==> src/rtl/sqw_pkg.sv <==
package sqw_pkg;
  localparam int RATE_W = 4;
  localparam int DATA_W = 8;
  localparam int CNT_W  = (1 << RATE_W) - 1;

  typedef struct packed {
    logic              hold;      // output forced low, timer parked
    logic              reload;    // restart the phase timer
    logic              step;      // reference tick this cycle
    logic [RATE_W-1:0] shiftExp;  // log2 of the half-period in ticks
  } sqw_ctrl_t;
endpackage

==> src/rtl/sqw_ctrl.sv <==
module sqw_ctrl
  import sqw_pkg::*;
#(
  parameter int ADDR_W  = 5,
  parameter bit ALT_LOC = 1'b0
) (
  input  logic              clk,
  input  logic              rstN,
  input  logic              refTick,
  input  logic              wrEn,
  input  logic [ADDR_W-1:0] wrAddr,
  input  logic [1:0]        wrMask,
  input  logic [DATA_W-1:0] wrData,
  input  logic [ADDR_W-1:0] rdAddr,
  output logic [DATA_W-1:0] rdData,
  output logic [DATA_W-1:0] rateByte,
  output logic [DATA_W-1:0] ctlByte,
  output sqw_ctrl_t         ctrl
);
  localparam int NIB = DATA_W / 4;
  localparam logic [ADDR_W-1:0] RATE_ADDR = ALT_LOC ? ADDR_W'(4) : ADDR_W'(19);
  localparam logic [ADDR_W-1:0] EN_ADDR   = ADDR_W'(10);
  localparam int EN_BIT = 6;

  logic rateSel, ctlSel;
  assign rateSel = wrEn && (wrAddr == RATE_ADDR);
  assign ctlSel  = wrEn && (wrAddr == EN_ADDR);

  for (genvar g = 0; g < NIB; g++) begin : g_nib
    always_ff @(posedge clk or negedge rstN) begin
      if (!rstN) begin
        rateByte[g*4 +: 4] <= '0;
        ctlByte[g*4 +: 4]  <= '0;
      end else begin
        if (rateSel && wrMask[g]) rateByte[g*4 +: 4] <= wrData[g*4 +: 4];
        if (ctlSel && wrMask[g])  ctlByte[g*4 +: 4]  <= wrData[g*4 +: 4];
      end
    end
  end

  logic [RATE_W-1:0] code, lastCode;
  logic active, wasActive;
  assign code   = rateByte[DATA_W-1 -: RATE_W];
  assign active = ctlByte[EN_BIT] && (code != '0);

  always_ff @(posedge clk or negedge rstN) begin
    if (!rstN) begin
      lastCode  <= '0;
      wasActive <= 1'b0;
    end else begin
      lastCode  <= code;
      wasActive <= active;
    end
  end

  always_comb begin
    ctrl.hold     = !active;
    ctrl.reload   = active && (!wasActive || (code != lastCode));
    ctrl.step     = refTick;
    ctrl.shiftExp = (code == RATE_W'(1)) ? '0 : code;
  end

  always_comb begin
    if (rdAddr == RATE_ADDR)    rdData = rateByte;
    else if (rdAddr == EN_ADDR) rdData = ctlByte;
    else                        rdData = '0;
  end
endmodule

==> src/rtl/sqw_datapath.sv <==
module sqw_datapath
  import sqw_pkg::*;
(
  input  logic      clk,
  input  logic      rstN,
  input  sqw_ctrl_t ctrl,
  output logic      sqOut
);
  logic [CNT_W-1:0] phaseCnt, reloadVal;

  assign reloadVal = ~({CNT_W{1'b1}} << ctrl.shiftExp);

  always_ff @(posedge clk or negedge rstN) begin
    if (!rstN) begin
      phaseCnt <= '0;
      sqOut    <= 1'b0;
    end else if (ctrl.hold) begin
      phaseCnt <= reloadVal;
      sqOut    <= 1'b0;
    end else if (ctrl.reload) begin
      phaseCnt <= reloadVal;
    end else if (ctrl.step) begin
      if (phaseCnt == '0) begin
        phaseCnt <= reloadVal;
        sqOut    <= ~sqOut;
      end else begin
        phaseCnt <= phaseCnt - 1'b1;
      end
    end
  end
endmodule

==> src/rtl/sqw_divider.sv <==
module sqw_divider
  import sqw_pkg::*;
#(
  parameter int ADDR_W  = 5,
  parameter bit ALT_LOC = 1'b0
) (
  input  logic              clk,
  input  logic              rstN,
  input  logic              refTick,
  input  logic              wrEn,
  input  logic [ADDR_W-1:0] wrAddr,
  input  logic [1:0]        wrMask,
  input  logic [7:0]        wrData,
  input  logic [ADDR_W-1:0] rdAddr,
  output logic [7:0]        rdData,
  output logic              sqOut
);
  sqw_ctrl_t ctrl;
  logic [DATA_W-1:0] rateByte, ctlByte;

  sqw_ctrl #(.ADDR_W(ADDR_W), .ALT_LOC(ALT_LOC)) u_ctrl (
    .clk(clk), .rstN(rstN), .refTick(refTick), .wrEn(wrEn), .wrAddr(wrAddr),
    .wrMask(wrMask), .wrData(wrData), .rdAddr(rdAddr), .rdData(rdData),
    .rateByte(rateByte), .ctlByte(ctlByte), .ctrl(ctrl)
  );

  sqw_datapath u_dp (
    .clk(clk), .rstN(rstN), .ctrl(ctrl), .sqOut(sqOut)
  );
endmodule

==> config.mk <==
export PLATFORM = sky130hd
export DESIGN_NAME = sqw_divider
export DESIGN_NICKNAME = d
export VERILOG_FILES = /design/src/rtl/sqw_pkg.sv /design/src/rtl/sqw_ctrl.sv /design/src/rtl/sqw_datapath.sv /design/src/rtl/sqw_divider.sv
export SDC_FILE = /design/constraint.sdc
export NUM_CORES = 1
export LEC_CHECK = 0
export BUFFER_PORTS_ARGS = -buffer_cell sky130_fd_sc_hd__buf_2
export CAP_MARGIN = 20
export CELL_PAD_IN_SITES_DETAIL_PLACEMENT = 0
export CELL_PAD_IN_SITES_GLOBAL_PLACEMENT = 1
export CORE_MARGIN = 4
export CORE_UTILIZATION = 35
export CTS_BUF_LIST = sky130_fd_sc_hd__clkbuf_4
export DETAILED_ROUTE_END_ITERATION = 6
export GPL_TIMING_DRIVEN = 0
export PLACE_DENSITY = 0.8
export RECOVER_POWER = 25
export SLEW_MARGIN = 20
export SYNTH_ARGS = -nofsm -noshare
export SYNTH_HDL_FRONTEND = slang
export SYNTH_SLANG_ARGS = --single-unit
export TNS_END_PERCENT = 100
==> constraint.sdc <==
create_clock -name clk -period 2 [get_ports clk]
set_input_delay 0.1 -clock clk [delete_from_list [all_inputs] [get_ports clk]]
set_output_delay 0.1 -clock clk [all_outputs]
set_load 0.05 [all_outputs]
==> key figures <==
Timing
  • RSZ-0062 raised after global routing: true
  • Final setup margin: -0.1244 ns
  • Final hold slack: 0.1761 ns
  • Pin slew with the least headroom to its limit: 0.9358 ns
  • Final hold viol count: 0
  • Final Max Tran Viols: 0
  • Final setup fails: 12
  • Min Tclk post-route: 2.124 ns
  • Crit share post-route: 1.062
  • Max Clock Skew: 0.008538 ns
  • Fmax: 0.4707 GHz
  • Rel. slew slack: 0.3762

Drt
  • DRT antenna net count: 0
  • DRT iter0 DRCs: 55
  • Drt wl/cell: 15.31 µm
  • DRC Markers: 0
  • Pre-Repair DR Iteration Count: 4
  • Routed via count: 1810
  • Drt via density: 5.371
  • WL final: 5161 µm

Die
  • I/O Pins: 33
  • CORE AREA: 5540 µm²
  • Die width: 83.82 µm
  • Die ar.: 7026 µm²
  • Initial Utilization: 0.3631
  • Die height: 83.82 µm
  • FP Rows: 27

Power
  • Max IR drop VDD: 413.9 µV
  • Clock power share: 0.249
  • Sw Ratio: 0.3315
  • Sequential power share: 0.433
  • Sw Pwr: 0.7241 mW
  • Pleak: 1.272 nW
  • Comb pwr share: 0.318
  • Total power: 2.184 mW
  • PwrDens: 786.4 nW/µm²
  • Internal: 1.460 mW

Logic synthesis
  • Post-Syn Area: 2012 µm²
  • Largest family of logic cells by synthesized area: simple AND/OR/NAND/NOR gates
  • Synth Net Count: 224
  • FF+latch count, synth: 37
  • Synth unique cells: 45
  • Seq/Total Area, Yosys: 0.4602
  • Post-Syn Instances: 198
  • Warnings, synthesis: 0
  • Async S/R FF share, synth: 1.000
  • Post-synthesis mux area share: 0.08955
  • Post-Synth Simple-Gate Area: 0.1872
  • Syn avg cell area: 10.16 µm²
  • Post-Synth Adder-Cell Area: 0.01244
  • Synth Flop Type: dfrtp_1
  • Area share of xor/xnor cells in the synthesized design: 0.03420
  • Post-synth EDFFs: 0
  • Synth Area in Compound Gates: 0.1816

Global routing
  • Largest net degree at the start of global routing: 38
  • Initial antenna violation count: 0
  • Number of global-route vias before repair: 1850
  • GRT Residual Overflow: 0
  • All-Layer GR Usage: 0.1514
  • First-pass GRT wire length: 8845 µm

Worst setup path
  • Crit Path Category: reg2reg
  • Worst Path Required: 2.26 ns
  • CP endpoint kind: flop
  • Crit path DAT: 2.39 ns
  • Crit path launch type: flop
  • CP max FO: 4

Clock network
  • Clock slew at reported path FFs: 0.13 ns
  • Worst-case clock buffer depth: 2
  • Total CTS buffers: 5
  • Clk_lat worst skew: 0.34 ns
  • Root buffer cell: clkbuf_4
  • Clock sinks: 37
  • Number of H-tree levels: 2
  • CTS tree: done

Run status
  • Failing checks: setup timing
  • Run status: complete, but fails checks

Place
  • PortBufs: 32
  • Gpl congestion: 0.8098
  • Area post-placement: 2268 µm²
  • Placement Setup Slack: -0.3011 ns
  • DP HPWL: 3394 µm

Finish
  • Finished Core Util: 0.5014
  • Layout cells sized above 1: 0.4302
  • Diodes inserted: 0
  • Area Overhead vs Synth: 38.06%
  • Final Cell Area: 2778 µm²
  • Final #Nets: 290

Run
  • Max_cap viols: 0

Min path
  • Worst Hold Class: in2reg
Yosys cell counts, drive strengths merged, types with 2 or more instances:
master	number	area, µm²
a31oi	2	12.51
inv	3	11.26
ha	2	25.02
a32o	2	20.02
clkbuf	5	18.77
o31ai	2	15.01
nand3	4	25.02
o22ai	2	12.51
buf	5	40.04
nand2	20	75.07
or4	3	22.52
a311oi	2	17.52
o21ai	15	75.07
nor2	8	30.03
nor3	15	75.07
nor4	2	12.51
nor4b	5	43.79
nand3b	2	15.01
a21oi	8	40.04
a22o	11	96.34
and2	3	18.77
dfrtp	37	925.9
or3	4	30.03
mux2	16	180.2
xnor2	6	60.06
state kept, by name, summed over array words and instances (netlist names):
register / count
u_ctrl.wasActive: 1
u_ctrl.rateByte: 4
u_ctrl.code: 4
u_ctrl.ctlByte: 8
u_dp.phaseCnt: 15
u_dp.sqOut: 1
u_ctrl.lastCode: 4
cell families after synthesis:
family	count (synthesis)
simple gates	70
mux	16
flops	37
compound gates	53
buf+inv	13
fa+ha+maj	2
xor+xnor	7
power by group through the flow:
stage | Combinational, mW | Clock, mW | Sequential, mW
6_report | 0.694 | 0.544 | 0.947
3_5_place_dp | 0.467 | 0 | 0.957
5_1_grt | 0.769 | 0.596 | 0.962
2_1_floorplan | 0.348 | 0 | 0.929
3_3_place_gp | 0.461 | 0 | 0.951
4_1_cts | 0.634 | 0.557 | 0.941
worst max-delay path: stages (launching register included):
cell and delay, ns:
dfrtp_1 0.43, inv_2 0.09, buf_4 0.10, buf_4 0.09, buf_4 0.09, buf_4 0.10
ha_2 0.20, and2_4 0.16, nand3_1 0.16, or4_1 0.52, o221ai_1 0.10
layout make-up:
cell class / count / area, µm²
Sequential cell: 37 / 927.1
Clock buffer: 5 / 37.54
Inverter: 3 / 11.26
Tap cell: 72 / 90.09
Buffer: 10 / 80.08
Fill cell: 516 / 2763
Multi-Input combinational cell: 148 / 1192
Clock inverter: 3 / 46.29
Timing Repair Buffer: 59 / 392.9
layout by cell type, fill, tap and decap left out, drive strengths merged, types with 6 or more instances in the layout:
cell type and instances:
o21ai 15, nand2 20, buf 55, mux2 16, dfrtp 37, xnor2 6, clkbuf 10, nor3 15
a22o 11, nor2 8, a21oi 8, dlygate4sd3 9
layer usage:
layer | track usage | vias up | routed length, µm
met5 | 0 | - | 0
met2 | 0.2487 | 43 | 2599
li1 | - | 877 | -
met1 | 0.2033 | 888 | 2286
met3 | 0.03554 | 2 | 253
met4 | 0.03216 | 0 | 21
metrics by stage:
stage | cells | setup TNS, ns
2_1_floorplan | 198 | -0.04245
3_3_place_gp | 302 | -3.786
3_5_place_dp | 302 | -2.822
4_1_cts | 331 | -0.7856
5_1_grt | 337 | -1.904
6_report | 337 | -0.7183
timing repair:
item                                    in CTS  in global routing
hold buffers                                 9                  0
resized for setup                           30                 24
endpoints found under the setup margin      15                 16
hold endpoints to repair                    53                  0
setup buffers                               12                  5
gates cloned                                 0                  1
pin swaps                                   10                  4
final timing paths:
kind                                                      end  slack (ns)                    startpoint  depth (start not counted)
worst max-delay path            u_dp.phaseCnt[10]$_DFFE_PN0P_       -0.12  u_dp.phaseCnt[1]$_DFFE_PN0P_                         10
worst min-delay path             u_dp.phaseCnt[2]$_DFFE_PN0P_        0.18                       refTick                          4
worst max register to register  u_dp.phaseCnt[10]$_DFFE_PN0P_       -0.12  u_dp.phaseCnt[1]$_DFFE_PN0P_                         10
worst min register to register   u_ctrl.lastCode[0]$_DFF_PN0_        0.42    u_ctrl.code[0]$_DFFE_PN0P_                          0
max in group asynchronous          u_ctrl.code[3]$_DFFE_PN0P_        0.95                          rstN                          2
min in group asynchronous        u_dp.phaseCnt[1]$_DFFE_PN0P_        0.42                          rstN                          2
No activity file was read; power rests on OpenSTA's default activity.
